File: src/rtl/flashq_pkg.sv
package flashq_pkg;

  typedef enum logic [1:0] {
    MODE_ARRAY  = 2'd0,
    MODE_STATUS = 2'd1,
    MODE_IDENT  = 2'd2,
    MODE_QUERY  = 2'd3
  } rd_mode_e;

  typedef enum logic [1:0] {
    SZ_B1 = 2'd0,
    SZ_B2 = 2'd1,
    SZ_B4 = 2'd2,
    SZ_B8 = 2'd3
  } rd_size_e;

  localparam int CHIPS       = 2;
  localparam int ERASE_BYTES = 65536;
  localparam int BUF_LOG2    = 7;
  localparam int QTAB_END    = 'h44;

  // log2 of the bytes one chip holds
  function automatic logic [7:0] chip_size_log2(input int dev_bytes);
    return 8'($clog2(dev_bytes / CHIPS));
  endfunction

  // number of effective erase blocks, minus one
  function automatic logic [15:0] erase_count_m1(input int dev_bytes);
    return 16'((dev_bytes / ERASE_BYTES) - 1);
  endfunction

  // per-chip erase block size in units of 256 bytes
  function automatic logic [15:0] chip_block_units();
    return 16'((ERASE_BYTES / CHIPS) / 256);
  endfunction

  // constant part of the query table
  function automatic logic [7:0] fixed_query_byte(input logic [7:0] idx);
    case (idx)
      8'h10: return 8'h51;
      8'h11: return 8'h52;
      8'h12: return 8'h59;
      8'h13: return 8'h01;
      8'h15: return 8'h31;
      8'h1B: return 8'h45;
      8'h1C: return 8'h55;
      8'h1F: return 8'h01;
      8'h20: return 8'h01;
      8'h21: return 8'h01;
      8'h28: return 8'h05;
      8'h2A: return 8'(BUF_LOG2 + 1 - CHIPS);
      8'h2C: return 8'h01;
      8'h31: return 8'h50;
      8'h32: return 8'h52;
      8'h33: return 8'h49;
      8'h34: return 8'h31;
      8'h35: return 8'h30;
      8'h36: return 8'hA0;
      8'h3B: return 8'h01;
      8'h3D: return 8'h50;
      8'h3F: return 8'h01;
      default: return 8'h00;
    endcase
  endfunction

  // place a 16-bit answer on the bus lanes
  function automatic logic [63:0] pack_answer(input rd_size_e sz, input logic [15:0] v);
    case (sz)
      SZ_B1:   return {56'h0, v[7:0]};
      SZ_B2:   return {48'h0, v};
      default: return {32'h0, v, v};
    endcase
  endfunction

  // byte lanes covered by an access size
  function automatic logic [63:0] size_mask(input rd_size_e sz);
    case (sz)
      SZ_B1:   return 64'h0000_0000_0000_00FF;
      SZ_B2:   return 64'h0000_0000_0000_FFFF;
      SZ_B4:   return 64'h0000_0000_FFFF_FFFF;
      default: return 64'hFFFF_FFFF_FFFF_FFFF;
    endcase
  endfunction

endpackage

File: src/rtl/flashq_query_rom.sv
module flashq_query_rom
  import flashq_pkg::*;
#(
  parameter int DEV_BYTES = 2097152,
  parameter int IDX_W     = 19
) (
  input  logic [IDX_W-1:0] idx,
  output logic [7:0]       qbyte
);

  localparam logic [7:0]  GEO_SIZE  = chip_size_log2(DEV_BYTES);
  localparam logic [15:0] GEO_COUNT = erase_count_m1(DEV_BYTES);
  localparam logic [15:0] GEO_UNITS = chip_block_units();

  logic in_table;
  assign in_table = (idx < IDX_W'(QTAB_END));

  always_comb begin
    qbyte = 8'h00;
    if (in_table) begin
      case (idx[7:0])
        8'h27:   qbyte = GEO_SIZE;
        8'h2D:   qbyte = GEO_COUNT[7:0];
        8'h2E:   qbyte = GEO_COUNT[15:8];
        8'h2F:   qbyte = GEO_UNITS[7:0];
        8'h30:   qbyte = GEO_UNITS[15:8];
        default: qbyte = fixed_query_byte(idx[7:0]);
      endcase
    end
  end

endmodule

File: src/rtl/flashq_id_decode.sv
module flashq_id_decode #(
  parameter int ADDR_W = 21,
  parameter int NBLK   = 32
) (
  input  logic [ADDR_W-1:0] addr,
  input  logic [NBLK-1:0]   lock_bits,
  output logic [15:0]       id_word
);

  localparam int BLK_W = ADDR_W - 16;

  logic [8:0]       entry;
  logic [BLK_W-1:0] blk;

  assign entry = addr[10:2];
  assign blk   = addr[ADDR_W-1:16];

  always_comb begin
    case (entry)
      9'd0:    id_word = 16'h0000;
      9'd1:    id_word = 16'hFFFF;
      9'd2:    id_word = {15'h0, lock_bits[blk]};
      default: id_word = 16'h0000;
    endcase
  end

endmodule

File: src/rtl/flashq_lane_pack.sv
module flashq_lane_pack
  import flashq_pkg::*;
(
  input  logic        valid_q,
  input  rd_mode_e    mode_q,
  input  rd_size_e    size_q,
  input  logic [15:0] val_q,
  input  logic [63:0] mem_rdata,
  output logic [63:0] rd_data
);

  always_comb begin
    if (!valid_q)
      rd_data = 64'h0;
    else if (mode_q == MODE_ARRAY)
      rd_data = mem_rdata & size_mask(size_q);
    else
      rd_data = pack_answer(size_q, val_q);
  end

endmodule

File: src/rtl/flashq_read_port.sv
module flashq_read_port
  import flashq_pkg::*;
#(
  parameter int DEV_BYTES = 2097152,
  localparam int ADDR_W   = $clog2(DEV_BYTES),
  localparam int NBLK     = DEV_BYTES / 65536
) (
  input  logic              clk,
  input  logic              rst_n,
  input  logic              rd_req,
  input  logic [1:0]        rd_mode,
  input  logic [1:0]        rd_size,
  input  logic [ADDR_W-1:0] rd_addr,
  input  logic [7:0]        status_byte,
  input  logic [NBLK-1:0]   lock_bits,
  output logic              mem_req,
  output logic [ADDR_W-1:0] mem_addr,
  input  logic [63:0]       mem_rdata,
  output logic              rd_valid,
  output logic [63:0]       rd_data
);

  localparam int IDX_W = ADDR_W - 2;

  rd_mode_e        mode_in;
  rd_size_e        size_in;
  logic [7:0]      qbyte;
  logic [15:0]     id_word;
  logic [15:0]     answer;
  logic [IDX_W-1:0] qidx;

  logic            valid_q;
  rd_mode_e        mode_q;
  rd_size_e        size_q;
  logic [15:0]     val_q;

  // named events for the assertions
  logic            array_beat;
  logic            answer_beat;

  assign mode_in = rd_mode_e'(rd_mode);
  assign size_in = rd_size_e'(rd_size);
  assign qidx    = rd_addr[ADDR_W-1:2];

  flashq_query_rom #(.DEV_BYTES(DEV_BYTES), .IDX_W(IDX_W)) u_rom (
    .idx   (qidx),
    .qbyte (qbyte)
  );

  flashq_id_decode #(.ADDR_W(ADDR_W), .NBLK(NBLK)) u_id (
    .addr      (rd_addr),
    .lock_bits (lock_bits),
    .id_word   (id_word)
  );

  always_comb begin
    case (mode_in)
      MODE_STATUS: answer = {8'h00, status_byte};
      MODE_IDENT:  answer = id_word;
      MODE_QUERY:  answer = {8'h00, qbyte};
      default:     answer = 16'h0000;
    endcase
  end

  assign mem_req  = rd_req && (mode_in == MODE_ARRAY);
  assign mem_addr = rd_addr;

  always_ff @(posedge clk) begin
    if (!rst_n) begin
      valid_q <= 1'b0;
      mode_q  <= MODE_ARRAY;
      size_q  <= SZ_B1;
      val_q   <= 16'h0;
    end else begin
      valid_q <= rd_req;
      if (rd_req) begin
        mode_q <= mode_in;
        size_q <= size_in;
        val_q  <= answer;
      end
    end
  end

  flashq_lane_pack u_pack (
    .valid_q   (valid_q),
    .mode_q    (mode_q),
    .size_q    (size_q),
    .val_q     (val_q),
    .mem_rdata (mem_rdata),
    .rd_data   (rd_data)
  );

  assign rd_valid    = valid_q;
  assign array_beat  = valid_q && (mode_q == MODE_ARRAY);
  assign answer_beat = valid_q && (mode_q != MODE_ARRAY);

  AST_IDLE_ZERO: assert property (@(posedge clk) disable iff (!rst_n)
    !rd_valid |-> rd_data == 64'h0);
  AST_REQ_GIVES_BEAT: assert property (@(posedge clk) disable iff (!rst_n)
    rd_req |=> rd_valid);
  AST_NO_SPURIOUS_BEAT: assert property (@(posedge clk) disable iff (!rst_n)
    !rd_req |=> !rd_valid);
  AST_ARRAY_PASS: assert property (@(posedge clk) disable iff (!rst_n)
    array_beat && size_q == SZ_B8 |-> rd_data == mem_rdata);
  AST_NO_MEM_OTHER: assert property (@(posedge clk) disable iff (!rst_n)
    mem_req |=> array_beat);
  AST_QUERY_TAIL: assert property (@(posedge clk) disable iff (!rst_n)
    rd_req && mode_in == MODE_QUERY && qidx >= IDX_W'(QTAB_END) |=> rd_data[15:0] == 16'h0);
  AST_DEVICE_WORD: assert property (@(posedge clk) disable iff (!rst_n)
    rd_req && mode_in == MODE_IDENT && rd_addr[10:2] == 9'd1 && size_in != SZ_B1
    |=> rd_data[15:0] == 16'hFFFF);
  AST_MIRROR: assert property (@(posedge clk) disable iff (!rst_n)
    answer_beat && (size_q == SZ_B4 || size_q == SZ_B8) |-> rd_data[31:16] == rd_data[15:0]);
  AST_HIGH_ZERO: assert property (@(posedge clk) disable iff (!rst_n)
    answer_beat |-> rd_data[63:32] == 32'h0);
  AST_HOLD_ANSWER: assert property (@(posedge clk) disable iff (!rst_n)
    answer_beat && !rd_req |=> $stable(val_q));

endmodule

File: config.mk
export PLATFORM = sky130hd
export DESIGN_NAME = flashq_read_port
export DESIGN_NICKNAME = d
export VERILOG_FILES = /design/src/rtl/flashq_pkg.sv /design/src/rtl/flashq_query_rom.sv /design/src/rtl/flashq_id_decode.sv /design/src/rtl/flashq_lane_pack.sv /design/src/rtl/flashq_read_port.sv
export SDC_FILE = /design/constraint.sdc
export NUM_CORES = 1
export LEC_CHECK = 0
export ABC_AREA = 1
export CAP_MARGIN = 20
export CORE_MARGIN = 2
export CORE_UTILIZATION = 33
export DETAILED_ROUTE_END_ITERATION = 6
export PLACE_DENSITY = 0.83
export SETUP_SLACK_MARGIN = 0.4
export SYNTH_ARGS = -nofsm -noshare
export SYNTH_HDL_FRONTEND = slang
export SYNTH_SLANG_ARGS = --single-unit
File: constraint.sdc
create_clock -name clk -period 2.1 [get_ports clk]
set_input_delay 0.42 -clock clk [delete_from_list [all_inputs] [get_ports clk]]
set_output_delay 0.42 -clock clk [all_outputs]
set_load 0.05 [all_outputs]
==> results of run 1 <==
-- metrics by stage --
| step | cells | TNS [ps] | hold slack (ps) |
|---|---|---|---|
| 2_1_floorplan | 464 | 0 | 444 |
| 3_3_place_gp | 788 | -781 | 456 |
| 3_5_place_dp | 788 | -1230 | 467 |
| 4_1_cts | 808 | 0 | 488 |
| 5_1_grt | 818 | -248 | 564 |
| 6_report | 818 | -149 | 584 |
-- placed cells by master, fill, tap and decap left out, drive strengths merged, types with 3 or more instances in the layout --
cell type,Yosys,layout
clkdlybuf4s15,0,3
a21oi,46,46
buf,33,161
dlygate4sd2,0,4
nor3,4,4
clkdlybuf4s50,0,104
nand2,152,152
dlymetal6s2s,0,3
dfxtp,14,14
o22ai,3,3
o21ai,25,25
clkbuf,10,20
ha,7,7
inv,51,42
nor3b,32,32
o211ai,6,6
nor2,44,44
nand3,26,26
clkinvlp,0,10
-- synth_stat cells --
master,instances
nand2_1,147
a21oi_1,45
inv_1,45
nor2_1,38
nor3b_1,32
nand3_1,24
buf_4,23
o21ai_0,21
dfxtp_1,14
clkbuf_1,10
ha_1,7
o211ai_1,6
inv_2,5
buf_2,4
nand2_2,4
nor3_1,4
o21ai_1,4
buf_1,3
buf_6,3
nor2_4,3
o22ai_1,3
clkinv_1,2
nand3_2,2
nor2_2,2
o31ai_2,2
a211oi_1,1
a21oi_4,1
a32oi_1,1
and2_0,1
inv_4,1
nand2_4,1
nand3b_1,1
nand4_1,1
nor2_8,1
o32ai_1,1
xnor2_1,1
-- final timing paths --
path	startpoint	to	slack [ps]	cells after the start
setup / recovery	mode_q[0]$_SDFFE_PN0P_	rd_data[22]	-50	8
hold / removal	val_q[7]$_SDFFE_PN0P_	val_q[7]$_SDFFE_PN0P_	580	2
setup reg to reg	mode_q[0]$_SDFFE_PN0P_	mode_q[0]$_SDFFE_PN0P_	770	2
hold reg to reg	val_q[7]$_SDFFE_PN0P_	val_q[7]$_SDFFE_PN0P_	580	2
-- area by class of cell --
cell class	count	area share (%)
repair buffers	291	50.4
multi-input cells	354	39.5
flip-flops and latches	14	4.03
inverters	53	3.56
well taps	102	1.76
clock buffers	4	0.760
-- routing by layer --
layer	track usage [%]	wire (µm)	share of wire, %	vias up
met4	27.0	2710	12	0
met3	10.7	2980	13	265
li1	-	-	-	1981
met2	73.0	10200	44	625
met1	40.3	7240	31	2298
met5	0	0	0	-
-- flip-flops by register name, summed over array words and instances (netlist names) --
| register | count |
|---|---|
| size_q | 2 |
| mode_q | 2 |
| val_q | 9 |
| rd_valid | 1 |
-- timing repair --
item / in CTS / in global routing
pin swaps: 30 / 59
endpoints found under the setup margin: 78 / 72
buffers inserted: 13 / 8
resized for setup: 88 / 158
gates cloned: 3 / 2
-- power by group through the flow --
stage	logic [µW]	registers (µW)	clock network [µW]
4_1_cts	1220	291	267
3_5_place_dp	1130	295	0
5_1_grt	1490	299	297
3_3_place_gp	1110	294	0
2_1_floorplan	605	292	0
6_report	1470	299	296
-- logic make-up after synthesis --
family                     count (synthesis)  synth area share [%]
and+or+nand+nor                          261                  47.7
buffers and inverters                     96                  18.7
AOI/OAI and AO/OA                         85                  18.8
DFF                                       14                  11.0
adders and majority gates                  7                  3.43
xor gates and xnor gates                   1                 0.343
-- worst register-to-register path: stages, from the launching register on --
cell and delay [ps]:
dfxtp_2 350, o21ai_0 600, a21oi_1 210
==> flow_metrics.env, run 1 <==
export IMPL_n_antenna_cell=0
export IMPL_pre_cts_ws_ps=-196
export IMPL_finalSetupViolCount=7
export IMPL_endpoint_kind="output pin"
export IMPL_cp_top_family="buffers and inverters"
export IMPL_drt_drc_violations_left=44
export IMPL_utilization_pct=95.2
export IMPL_p_clk_share_pct=14.4
export IMPL_fin_ws_ps=-52.3
export IMPL_routedWlPerCell_um=28.3
export IMPL_worst_path_buf_inv=5
export IMPL_synth_area_leader_cell="nand2_1"
export IMPL_switching_share_pct=46.2
export IMPL_p_leak_uw=0.00312
export IMPL_multi_input_area_um2=2860
export IMPL_p_seq_share_pct=14.5
export IMPL_syn2layout_area_growth_pct=184
export IMPL_grt_pass1_wl_mm=26.6
export IMPL_via_per_inst=6.32
export IMPL_synth_lib_cells_used_distinct=36
export IMPL_skew_ps=0
export IMPL_slowest_stage="dfxtp_2"
export IMPL_outcome="finished, violations left"
export IMPL_core_area_um2=7610
export IMPL_grt_start_max_net_pins=33
export IMPL_gr_usage_all_layers_pct=40.4
export IMPL_violations="DRC, setup timing"
export IMPL_path_cells="nor2_4, buf_4, buf_6, clkinvlp_4, buf_12, nand2_8, a21oi_4, buf_8"
export IMPL_p_per_area_nw_per_um2=285
export IMPL_die_y_um=91.9
export IMPL_seqCellArea_um2=292
export IMPL_dr_pass1_iters=7
export IMPL_io_pins=219
export IMPL_slowest_delay_ps=380
export IMPL_ant_nets=0
export IMPL_portBuffers=214
export IMPL_ys_seq_area_share_pct=11.0
export IMPL_vias=5169
export IMPL_synth_area_per_cell_um2=5.50
export IMPL_die_x_um=91.9
export IMPL_syn_nets=603
export IMPL_internal_power_uw=1110
export IMPL_startpoint_type="flop"
export IMPL_cts_root_buffer="clkbuf_8"
export IMPL_num_rows=32
export IMPL_ctsHoldBuffers=0
export IMPL_p_total_uw=2060
export IMPL_synth_top_area_share_pct=21.6
export IMPL_cts_tree="done"
export IMPL_place_gp_congestion=0.882
export IMPL_power_frac_comb_pct=71.1
export IMPL_grt_pass1_vias=4666
export IMPL_grt_overflow=0
export IMPL_ir_drop_mv=0.252
export IMPL_drt_total_wl_mm=23.1
export IMPL_hold_violations=0
export IMPL_drt_iter0_drc=799
export IMPL_clkLatencyLatePin_ps=260
export IMPL_p_switching_uw=954
export IMPL_crit_type="reg -> out"
export IMPL_fmaxAchievable_mhz=465
export IMPL_clk_pin_slew_ps=70
export IMPL_ys_warn_count=0
export IMPL_arrival_ps=1730
export IMPL_final_layout_size_suffix_gt1_share_pct=49.0
export IMPL_mappedNetlistArea_um2=2550
export IMPL_cts_buffers=3
export IMPL_initial_core_util_pct=33.5
export IMPL_drv_slew=0
export IMPL_antenna_found_initial=0
export IMPL_crit_fanout=8
export IMPL_yosys_top_cells_area="nand2_1 (22%), dfxtp_1 (11%), nor3b_1 (9.4%)"
export IMPL_final_area_um2=7240
export IMPL_period_share_pct=102
export IMPL_fillers=188
export IMPL_max_slew_margin_pct=50.5
export IMPL_synth_cells=464
export IMPL_ctsHtreeMaxLevel=1
export IMPL_finalCriticalPeriod_ps=2150
export IMPL_hp_class="reg -> reg"
export IMPL_ctsLongestPathBuffers=2
export IMPL_layout_nets=856
export IMPL_dpl_cell_area_um2=6300
export IMPL_worstMarginPinSlew_ps=735
export IMPL_die_area_um2=8450
export IMPL_maxCapViolations=0
export IMPL_rsz0062_at_grt="yes"
export IMPL_dp_hpwl_mm=11.2
export IMPL_cts_sinks=14
export IMPL_required_ps=1680
export IMPL_ys_seq_elements=14
No activity file was read; power rests on OpenSTA's default activity.
==> run 2, diff against run 1 <==
- CAP_MARGIN: 20 -> not set
==> results of run 2 <==
Same layout as run 1: the final DEF is identical, and so are final timing and power.
